--- config.mk ---
export PLATFORM = sky130hd
export DESIGN_NAME = tbc_timebase
export DESIGN_NICKNAME = d
export VERILOG_FILES = /design/src/rtl/tbc_pkg.sv /design/src/rtl/tbc_edge_sync.sv /design/src/rtl/tbc_divider.sv /design/src/rtl/tbc_src_mux.sv /design/src/rtl/tbc_mode_reg.sv /design/src/rtl/tbc_timebase.sv
export SDC_FILE = /design/constraint.sdc
export NUM_CORES = 1
export LEC_CHECK = 0
export CORE_ASPECT_RATIO = 0.5
export CORE_MARGIN = 2
export CORE_UTILIZATION = 45
export CTS_BUF_LIST = sky130_fd_sc_hd__clkbuf_8
export CTS_CLUSTER_DIAMETER = 30
export DETAILED_ROUTE_END_ITERATION = 12
export DONT_BUFFER_PORTS = 1
export PLACE_DENSITY = 0.61
export SKIP_CTS_REPAIR_TIMING = 1
export SYNTH_ARGS = -nofsm -noshare
export SYNTH_HDL_FRONTEND = slang
export SYNTH_SLANG_ARGS = --single-unit
--- constraint.sdc ---
create_clock -name clk -period 5.2 [get_ports clk]
set_input_delay 1.56 -clock clk [delete_from_list [all_inputs] [get_ports clk]]
set_output_delay 1.56 -clock clk [all_outputs]
set_load 0.02 [all_outputs]
--- src/rtl/tbc_pkg.sv ---
package tbc_pkg;

    localparam int MODE_W = 8;
    localparam logic [MODE_W-1:0] MODE_RST_BITS = 8'h40;

    typedef enum logic [2:0] {
        TB_DIV12   = 3'd0,
        TB_DIV4    = 3'd1,
        TB_T0OVF   = 3'd2,
        TB_EVFALL  = 3'd3,
        TB_SYSCLK  = 3'd4,
        TB_EXTDIV8 = 3'd5,
        TB_RSV6    = 3'd6,
        TB_RSV7    = 3'd7
    } tb_sel_e;

    // bit 7 idle hold, 6 watchdog enable, 5 lock, 4 spare, 3:1 select, 0 irq enable
    typedef struct packed {
        logic    idle_hold;
        logic    wd_en;
        logic    wd_lock;
        logic    spare;
        tb_sel_e sel;
        logic    ovf_ie;
    } mode_t;

    // Next mode value for a write, applying the lock and write-protect rules
    function automatic mode_t mode_next(mode_t cur, logic [MODE_W-1:0] wr);
        mode_t nxt;
        nxt = cur;
        if (cur.wd_lock) begin
            nxt = cur;
        end else if (cur.wd_en) begin
            if (!wr[6]) nxt.wd_en = 1'b0;
        end else begin
            nxt       = mode_t'(wr);
            nxt.spare = 1'b0;
        end
        return nxt;
    endfunction

endpackage

--- src/rtl/tbc_edge_sync.sv ---
module tbc_edge_sync #(
    parameter int STAGES  = 2,
    parameter bit FALLING = 1'b1
) (
    input  logic clk,
    input  logic rst,
    input  logic async_i,
    output logic edge_o
);
    logic [STAGES-1:0] chain;
    logic              prev;
    logic              synced;

    assign synced = chain[STAGES-1];

    always_ff @(posedge clk) begin
        if (rst) begin
            chain <= '0;
            prev  <= 1'b0;
        end else begin
            chain <= {chain[STAGES-2:0], async_i};
            prev  <= synced;
        end
    end

    generate
        if (FALLING) begin : g_fall
            assign edge_o = prev & ~synced;
        end else begin : g_rise
            assign edge_o = ~prev & synced;
        end
    endgenerate
endmodule

--- src/rtl/tbc_divider.sv ---
module tbc_divider #(
    parameter int DIV = 4
) (
    input  logic clk,
    input  logic rst,
    input  logic tick_i,
    output logic pulse_o
);
    localparam int W = (DIV > 1) ? $clog2(DIV) : 1;
    localparam logic [W-1:0] LAST = W'(DIV - 1);

    logic [W-1:0] cnt;

    always_ff @(posedge clk) begin
        if (rst) begin
            cnt <= '0;
        end else if (tick_i) begin
            cnt <= (cnt == LAST) ? '0 : cnt + 1'b1;
        end
    end

    assign pulse_o = tick_i && (cnt == LAST);
endmodule

--- src/rtl/tbc_src_mux.sv ---
module tbc_src_mux
    import tbc_pkg::*;
(
    input  tb_sel_e sel_i,
    input  logic    div12_i,
    input  logic    div4_i,
    input  logic    t0_i,
    input  logic    evfall_i,
    input  logic    extdiv_i,
    output logic    tick_o
);
    always_comb begin
        case (sel_i)
            TB_DIV12:   tick_o = div12_i;
            TB_DIV4:    tick_o = div4_i;
            TB_T0OVF:   tick_o = t0_i;
            TB_EVFALL:  tick_o = evfall_i;
            TB_SYSCLK:  tick_o = 1'b1;
            TB_EXTDIV8: tick_o = extdiv_i;
            default:    tick_o = 1'b0;
        endcase
    end
endmodule

--- src/rtl/tbc_mode_reg.sv ---
module tbc_mode_reg
    import tbc_pkg::*;
(
    input  logic              clk,
    input  logic              rst,
    input  logic              wr_en_i,
    input  logic [MODE_W-1:0] wr_data_i,
    output mode_t             mode_o
);
    always_ff @(posedge clk) begin
        if (rst) begin
            mode_o <= mode_t'(MODE_RST_BITS);
        end else if (wr_en_i) begin
            mode_o <= mode_next(mode_o, wr_data_i);
        end
    end
endmodule

--- src/rtl/tbc_timebase.sv ---
module tbc_timebase
    import tbc_pkg::*;
#(
    parameter int CNT_W       = 16,
    parameter int DIV_SLOW    = 12,
    parameter int DIV_FAST    = 4,
    parameter int DIV_EXT     = 8,
    parameter int SYNC_STAGES = 2
) (
    input  logic             clk,
    input  logic             rst,
    input  logic             idle_i,
    input  logic             t0_ovf_i,
    input  logic             evt_pin_i,
    input  logic             ext_clk_i,
    input  logic             wr_en_i,
    input  logic [7:0]       wr_data_i,
    input  logic             ovf_clr_i,
    output logic [7:0]       rd_data_o,
    output logic [CNT_W-1:0] count_o,
    output logic             ovf_flag_o,
    output logic             irq_o,
    output logic             wdog_en_o,
    output logic             wdog_lock_o
);
    localparam logic [CNT_W-1:0] CNT_MAX = {CNT_W{1'b1}};

    mode_t mode;
    logic  div12_p, div4_p, ev_fall, ext_rise, ext_p, tick, step, wrap;

    tbc_mode_reg u_mode (
        .clk(clk), .rst(rst), .wr_en_i(wr_en_i), .wr_data_i(wr_data_i), .mode_o(mode)
    );

    tbc_divider #(.DIV(DIV_SLOW)) u_div_slow (
        .clk(clk), .rst(rst), .tick_i(1'b1), .pulse_o(div12_p)
    );
    tbc_divider #(.DIV(DIV_FAST)) u_div_fast (
        .clk(clk), .rst(rst), .tick_i(1'b1), .pulse_o(div4_p)
    );

    tbc_edge_sync #(.STAGES(SYNC_STAGES), .FALLING(1'b1)) u_evt (
        .clk(clk), .rst(rst), .async_i(evt_pin_i), .edge_o(ev_fall)
    );
    tbc_edge_sync #(.STAGES(SYNC_STAGES), .FALLING(1'b0)) u_ext (
        .clk(clk), .rst(rst), .async_i(ext_clk_i), .edge_o(ext_rise)
    );
    tbc_divider #(.DIV(DIV_EXT)) u_div_ext (
        .clk(clk), .rst(rst), .tick_i(ext_rise), .pulse_o(ext_p)
    );

    tbc_src_mux u_mux (
        .sel_i(mode.sel), .div12_i(div12_p), .div4_i(div4_p), .t0_i(t0_ovf_i),
        .evfall_i(ev_fall), .extdiv_i(ext_p), .tick_o(tick)
    );

    assign step = tick && !(mode.idle_hold && idle_i);
    assign wrap = step && (count_o == CNT_MAX);

    always_ff @(posedge clk) begin
        if (rst) begin
            count_o <= '0;
        end else if (step) begin
            count_o <= count_o + 1'b1;
        end
    end

    always_ff @(posedge clk) begin
        if (rst) begin
            ovf_flag_o <= 1'b0;
        end else if (wrap) begin
            ovf_flag_o <= 1'b1;
        end else if (ovf_clr_i) begin
            ovf_flag_o <= 1'b0;
        end
    end

    assign irq_o       = ovf_flag_o && mode.ovf_ie;
    assign rd_data_o   = mode;
    assign wdog_en_o   = mode.wd_en;
    assign wdog_lock_o = mode.wd_lock;
endmodule

==> results of run 1 <==
==> power by group <==
part,switching [mW],internal (mW),total (mW)
Clock,0.113,0.191,0.304
Sequential,0.0123,0.308,0.320
Combinational,0.0133,0.0121,0.0254
==> flip-flops by register name (all words and copies together) (netlist names) <==
signal and flops:
count_o 16, ovf_flag_o 1, u_div_ext.cnt 3, u_div_fast.cnt 2
u_div_slow.cnt 4, u_evt.chain 2, u_evt.prev 1, u_ext.chain 2
u_ext.prev 1, u_mode.mode_o 7
==> area by class of cell <==
type	count	area (um^2)
multi-input cells	130	837
clock buffers	5	68.8
clock inverters	3	67.6
flip-flops and latches	39	781
well taps	51	63.8
inverters	3	11.3
fillers	322	1680
==> kinds of logic after synthesis <==
logic type | after synthesis | share of synthesized area
compound gates | 32 | 0.115
xor+xnor | 4 | 0.0207
fa+ha+maj | 5 | 0.0370
buf+inv | 14 | 0.0436
flops | 39 | 0.462
mux | 9 | 0.0533
other cells | 1 | 0.00222
simple gates | 79 | 0.266
==> synth_stat cells (3+ instances only) <==
library cell / n / share of area
mux2i_1: 9 / 0.053
dfxtp_1: 39 / 0.46
o31ai_1: 6 / 0.027
nand2_1: 8 / 0.018
o21ai_0: 6 / 0.018
buf_4: 3 / 0.013
nor3_1: 3 / 0.0089
a21oi_1: 13 / 0.038
or3_1: 6 / 0.022
and2_1: 3 / 0.011
nor2b_1: 8 / 0.030
nor3b_1: 4 / 0.018
nor2_1: 21 / 0.047
inv_1: 3 / 0.0067
nand3_1: 7 / 0.021
or4_1: 7 / 0.031
clkbuf_1: 4 / 0.0089
nand4_1: 3 / 0.011
ha_1: 5 / 0.037
xnor2_1: 3 / 0.016
==> through the flow <==
stage          hold slack (ns)  power [mW]  cells
6_report                 0.429       0.650    231
5_1_grt                  0.462       0.677    231
4_1_cts                  0.431       0.656    231
3_5_place_dp             0.416       0.353    223
3_3_place_gp             0.410       0.352    223
2_1_floorplan            0.408       0.355    183
==> metal layers <==
metal	track usage	vias to the layer above
met4	0.0554	0
met5	0	-
met2	0.267	39
li1	-	650
met1	0.184	569
met3	0.0642	4
==> path summary, 6_finish.rpt <==
path,start,to,slack (ns),cells after the start
setup / recovery,idle_i,count_o[14],2.27,5
hold / removal,u_div_fast.cnt[0],u_div_fast.cnt[0],0.43,1
setup reg to reg,u_div_ext.cnt[0],count_o[14],2.72,7
hold reg to reg,u_div_fast.cnt[0],u_div_fast.cnt[0],0.43,1
==> flow_metrics.env, run 1 <==
export IMPL_critPathMaxFanout=27
export IMPL_yosysSeqAreaShare=0.462
export IMPL_antenna_found_initial=0
export IMPL_required_ns=5.41
export IMPL_cts_sinks=39
export IMPL_cts_tree="built"
export IMPL_tightest_slew_ns=0.747
export IMPL_power_density_nw_per_um2=355
export IMPL_synth_fp_nets=204
export IMPL_dieArea_um2=4300
export IMPL_cts_max_level=2
export IMPL_dpl_instance_area_um2=1690
export IMPL_grt_setup_unrepaired="false"
export IMPL_vdd_drop_max_v=0.000184
export IMPL_clockBufferDepth=2
export IMPL_synth_edf_count=0
export IMPL_num_vias=1262
export IMPL_async_reset_ff_frac=0
export IMPL_fin_worst_skew_ns=0.00533
export IMPL_critical_path_class="primary input to flop"
export IMPL_grt_pass1_wl_um=5030
export IMPL_drc_errors=0
export IMPL_grt_max_degree=42
export IMPL_nets=200
export IMPL_relSlewSlack=0.502
export IMPL_layout_commonest_cell="dfxtp_1"
export IMPL_design_portCount=44
export IMPL_post_route_period_util=0.563
export IMPL_start_util=0.482
export IMPL_clockRootBuffer="clkbuf_8"
export IMPL_synth_flop_cell="dfxtp_1"
export IMPL_path_clk_slew_ns=0.08
export IMPL_p_leak_nw=0.671
export IMPL_hold_viol=0
export IMPL_final_cell_mix="39 x dfxtp_1, 21 x nor2_1, 13 x a21oi_1"
export IMPL_routed_top_layer="met4"
export IMPL_drv_cap=0
export IMPL_min_period_ns=2.93
export IMPL_clk_latency_ns=0.29
export IMPL_wirelength_um=3100
export IMPL_gp_congestion=0.742
export IMPL_crit_path_cell_trace="nand2_1 > o21ai_1 > or3_1 > or4_1 > a21oi_1"
export IMPL_numCtsBuffers=5
export IMPL_die_y_um=47.4
export IMPL_crit_buf_inv=0
export IMPL_grt_ovfl_total=0
export IMPL_met1_length_um=1560
export IMPL_setup_ws_ns=2.27
export IMPL_track_usage=0.155
export IMPL_fin_util=0.521
export IMPL_core_um2=3510
export IMPL_setup_viol=0
export IMPL_syn_to_final_growth_pct=8.14
export IMPL_grt_pass1_vias=1102
export IMPL_portBuffers=0
export IMPL_wl_met3_um=220
export IMPL_post_synth_cell_area_avg_um2=9.24
export IMPL_worst_path_max_delay_cell="or3_1"
export IMPL_setup_tns_ns=0
export IMPL_synth_cell_type_count=38
export IMPL_drt_pass1_iterations=4
export IMPL_max_freq_mhz=342
export IMPL_drive_above_1_share=0.0556
export IMPL_die_width_um=90.7
export IMPL_cp_arrival_ns=3.14
export IMPL_wl_per_cell_um=13.4
export IMPL_dp_hpwl_um=2100
export IMPL_start_kind="primary input"
export IMPL_hp_class="flop to flop"
export IMPL_netlist_instances=183
export IMPL_status="finished clean"
export IMPL_rows=15
export IMPL_crit_family="simple AND/OR/NAND/NOR gates"
export IMPL_dr_wl_met2_um=1310
export IMPL_fin_area_um2=1830
export IMPL_syn_area_um2=1690
export IMPL_drv_slew=0
export IMPL_diodes=0
export IMPL_pre_cts_ws_ns=1.95
export IMPL_synth_seq_cells=39
export IMPL_ys_warnings_count=0
export IMPL_crit_path_max_incr_delay_ns=0.65
export IMPL_vias_per_cell=5.46
export IMPL_postRouteAntennaNets=0
export IMPL_drtIter0Drc=62
export IMPL_end_kind="flop"
No activity file was read; power rests on OpenSTA's default activity.
==> run 2, diff against run 1 <==
PLACE_DENSITY = 0.63   (was 0.61)
clock period = 2.69 ns   (was 5.2 ns; I/O delays follow)
==> flow_metrics.env, run 2 (synthesis results as in run 1) <==
export IMPL_crit_path_max_incr_delay_ns=0.67
export IMPL_drt_pass1_iterations=4
export IMPL_gp_congestion=0.723
export IMPL_pwr_share_clk=0.461
export IMPL_vias_per_cell=5.40
export IMPL_tightest_slew_ns=0.723
export IMPL_drc_errors=0
export IMPL_end_kind="flop"
export IMPL_syn_to_final_growth_pct=8.80
export IMPL_multi_input_area_um2=837
export IMPL_drv_slew=0
export IMPL_fin_worst_skew_ns=0.00977
export IMPL_numCtsBuffers=5
export IMPL_setup_ws_ns=0.219
export IMPL_portBuffers=0
export IMPL_min_from="u_div_fast.cnt[0]"
export IMPL_dieArea_um2=4300
export IMPL_hold_viol=0
export IMPL_startpoint="u_div_ext.cnt[0]"
export IMPL_dp_hpwl_um=2050
export IMPL_critPathMaxFanout=25
export IMPL_worst_path_max_delay_cell="or3_1"
export IMPL_cts_max_level=2
export IMPL_fillers=319
export IMPL_die_width_um=90.7
export IMPL_p_comb_frac=0.042
export IMPL_seqCellArea_um2=781
export IMPL_path_clk_slew_ns=0.07
export IMPL_grt_pass1_wl_um=4870
export IMPL_wirelength_um=3080
export IMPL_p_int_mw=0.989
export IMPL_setup_viol=0
export IMPL_final_cell_mix="39 x dfxtp_1, 21 x nor2_1, 13 x a21oi_1"
export IMPL_top_register="count_o"
export IMPL_p_sw_mw=0.259
export IMPL_nets=202
export IMPL_post_route_period_util=0.919
export IMPL_grt_pass1_vias=1016
export IMPL_max_freq_mhz=405
export IMPL_drtIter0Drc=52
export IMPL_track_usage=0.154
export IMPL_status="finished clean"
export IMPL_layout_commonest_cell="dfxtp_1"
export IMPL_drive_above_1_share=0.0604
export IMPL_cp_arrival_ns=2.69
export IMPL_power_density_nw_per_um2=678
export IMPL_grt_setup_unrepaired="false"
export IMPL_cpMostUsedCell="ha_1"
export IMPL_core_um2=3510
export IMPL_pre_cts_ws_ns=0.260
export IMPL_largest_reg_flops=16
export IMPL_pwr_share_seq=0.496
export IMPL_grt_ovfl_total=0
export IMPL_clockRootBuffer="clkbuf_8"
export IMPL_min_period_ns=2.47
export IMPL_hp_class="flop to flop"
export IMPL_rr_startpoint="u_div_ext.cnt[0]"
export IMPL_design_portCount=44
export IMPL_rows=15
export IMPL_die_y_um=47.4
export IMPL_clockBufferDepth=2
export IMPL_vdd_drop_max_v=0.000325
export IMPL_num_vias=1258
export IMPL_start_util=0.482
export IMPL_setup_tns_ns=0
export IMPL_antenna_found_initial=0
export IMPL_p_leak_nw=0.685
export IMPL_drv_cap=0
export IMPL_crit_path_cell_trace="ha_1 > ha_1 > inv_1 > o211a_1 > or3_1 > or4_1 > a21oi_1"
export IMPL_required_ns=2.91
export IMPL_start_kind="flop"
export IMPL_p_sw_frac=0.208
export IMPL_postRouteAntennaNets=0
export IMPL_clk_latency_ns=0.29
export IMPL_relSlewSlack=0.518
export IMPL_cts_sinks=39
export IMPL_top_regs="count_o (16), u_mode.mode_o (7), u_div_slow.cnt (4)"
export IMPL_critical_path_class="flop to flop"
export IMPL_cts_tree="built"
export IMPL_grt_max_degree=42
export IMPL_wl_per_cell_um=13.2
export IMPL_diodes=0
==> run 2: layout make-up <==
| class | instances | share of cell area |
|---|---|---|
| Clock buffer | 5 | 0.0374 |
| Tap cell | 51 | 0.0347 |
| Multi-Input combinational cell | 130 | 0.455 |
| Timing Repair Buffer | 2 | 0.00816 |
| Inverter | 3 | 0.00612 |
| Sequential cell | 39 | 0.424 |
| Clock inverter | 3 | 0.0347 |
==> run 2: per-stage QoR <==
stage | utilization | hold WS (ns) | power, mW | cell area (um^2) | instances
after floorplan | - | 0.408 | 0.687 | 1690 | 183
after global placement | 0.487 | 0.411 | 0.684 | 1710 | 225
after detailed placement | 0.487 | 0.420 | 0.687 | 1710 | 225
after CTS | 0.524 | 0.436 | 1.27 | 1840 | 233
after global routing | 0.524 | 0.448 | 1.29 | 1840 | 233
final | 0.524 | 0.436 | 1.25 | 1840 | 233
==> run 2: worst max-delay path: cells and delay by family (launching register included) <==
family                   cells  cell delay, ns
buffers and inverters        1            0.04
adder cells (fa/ha/maj)      2            0.33
flip-flops                   1            0.36
AO/OA/AOI/OAI                2            0.39
AND/OR/NAND/NOR              2            1.28
==> run 2: final timing paths <==
kind | end | slack, ns | depth (start not counted)
setup / recovery | count_o[13] | 0.22 | 7
hold / removal | u_div_fast.cnt[0] | 0.44 | 1
setup reg to reg | count_o[13] | 0.22 | 7
hold reg to reg | u_div_fast.cnt[0] | 0.44 | 1
==> run 2: metal layers <==
metal	vias to the layer above	GRT usage	wire (um)
li1	654	-	-
met1	558	0.194	1570
met2	41	0.224	1190
met3	5	0.0706	268
met4	0	0.0923	52
met5	-	0	0
==> run 2: power groups by stage <==
stage | clock network [mW] | registers, mW | logic, mW
2_1_floorplan | 0 | 0.627 | 0.0596
3_3_place_gp | 0 | 0.633 | 0.0510
3_5_place_dp | 0 | 0.633 | 0.0535
4_1_cts | 0.592 | 0.620 | 0.0535
5_1_grt | 0.610 | 0.623 | 0.0599
6_report | 0.576 | 0.619 | 0.0530
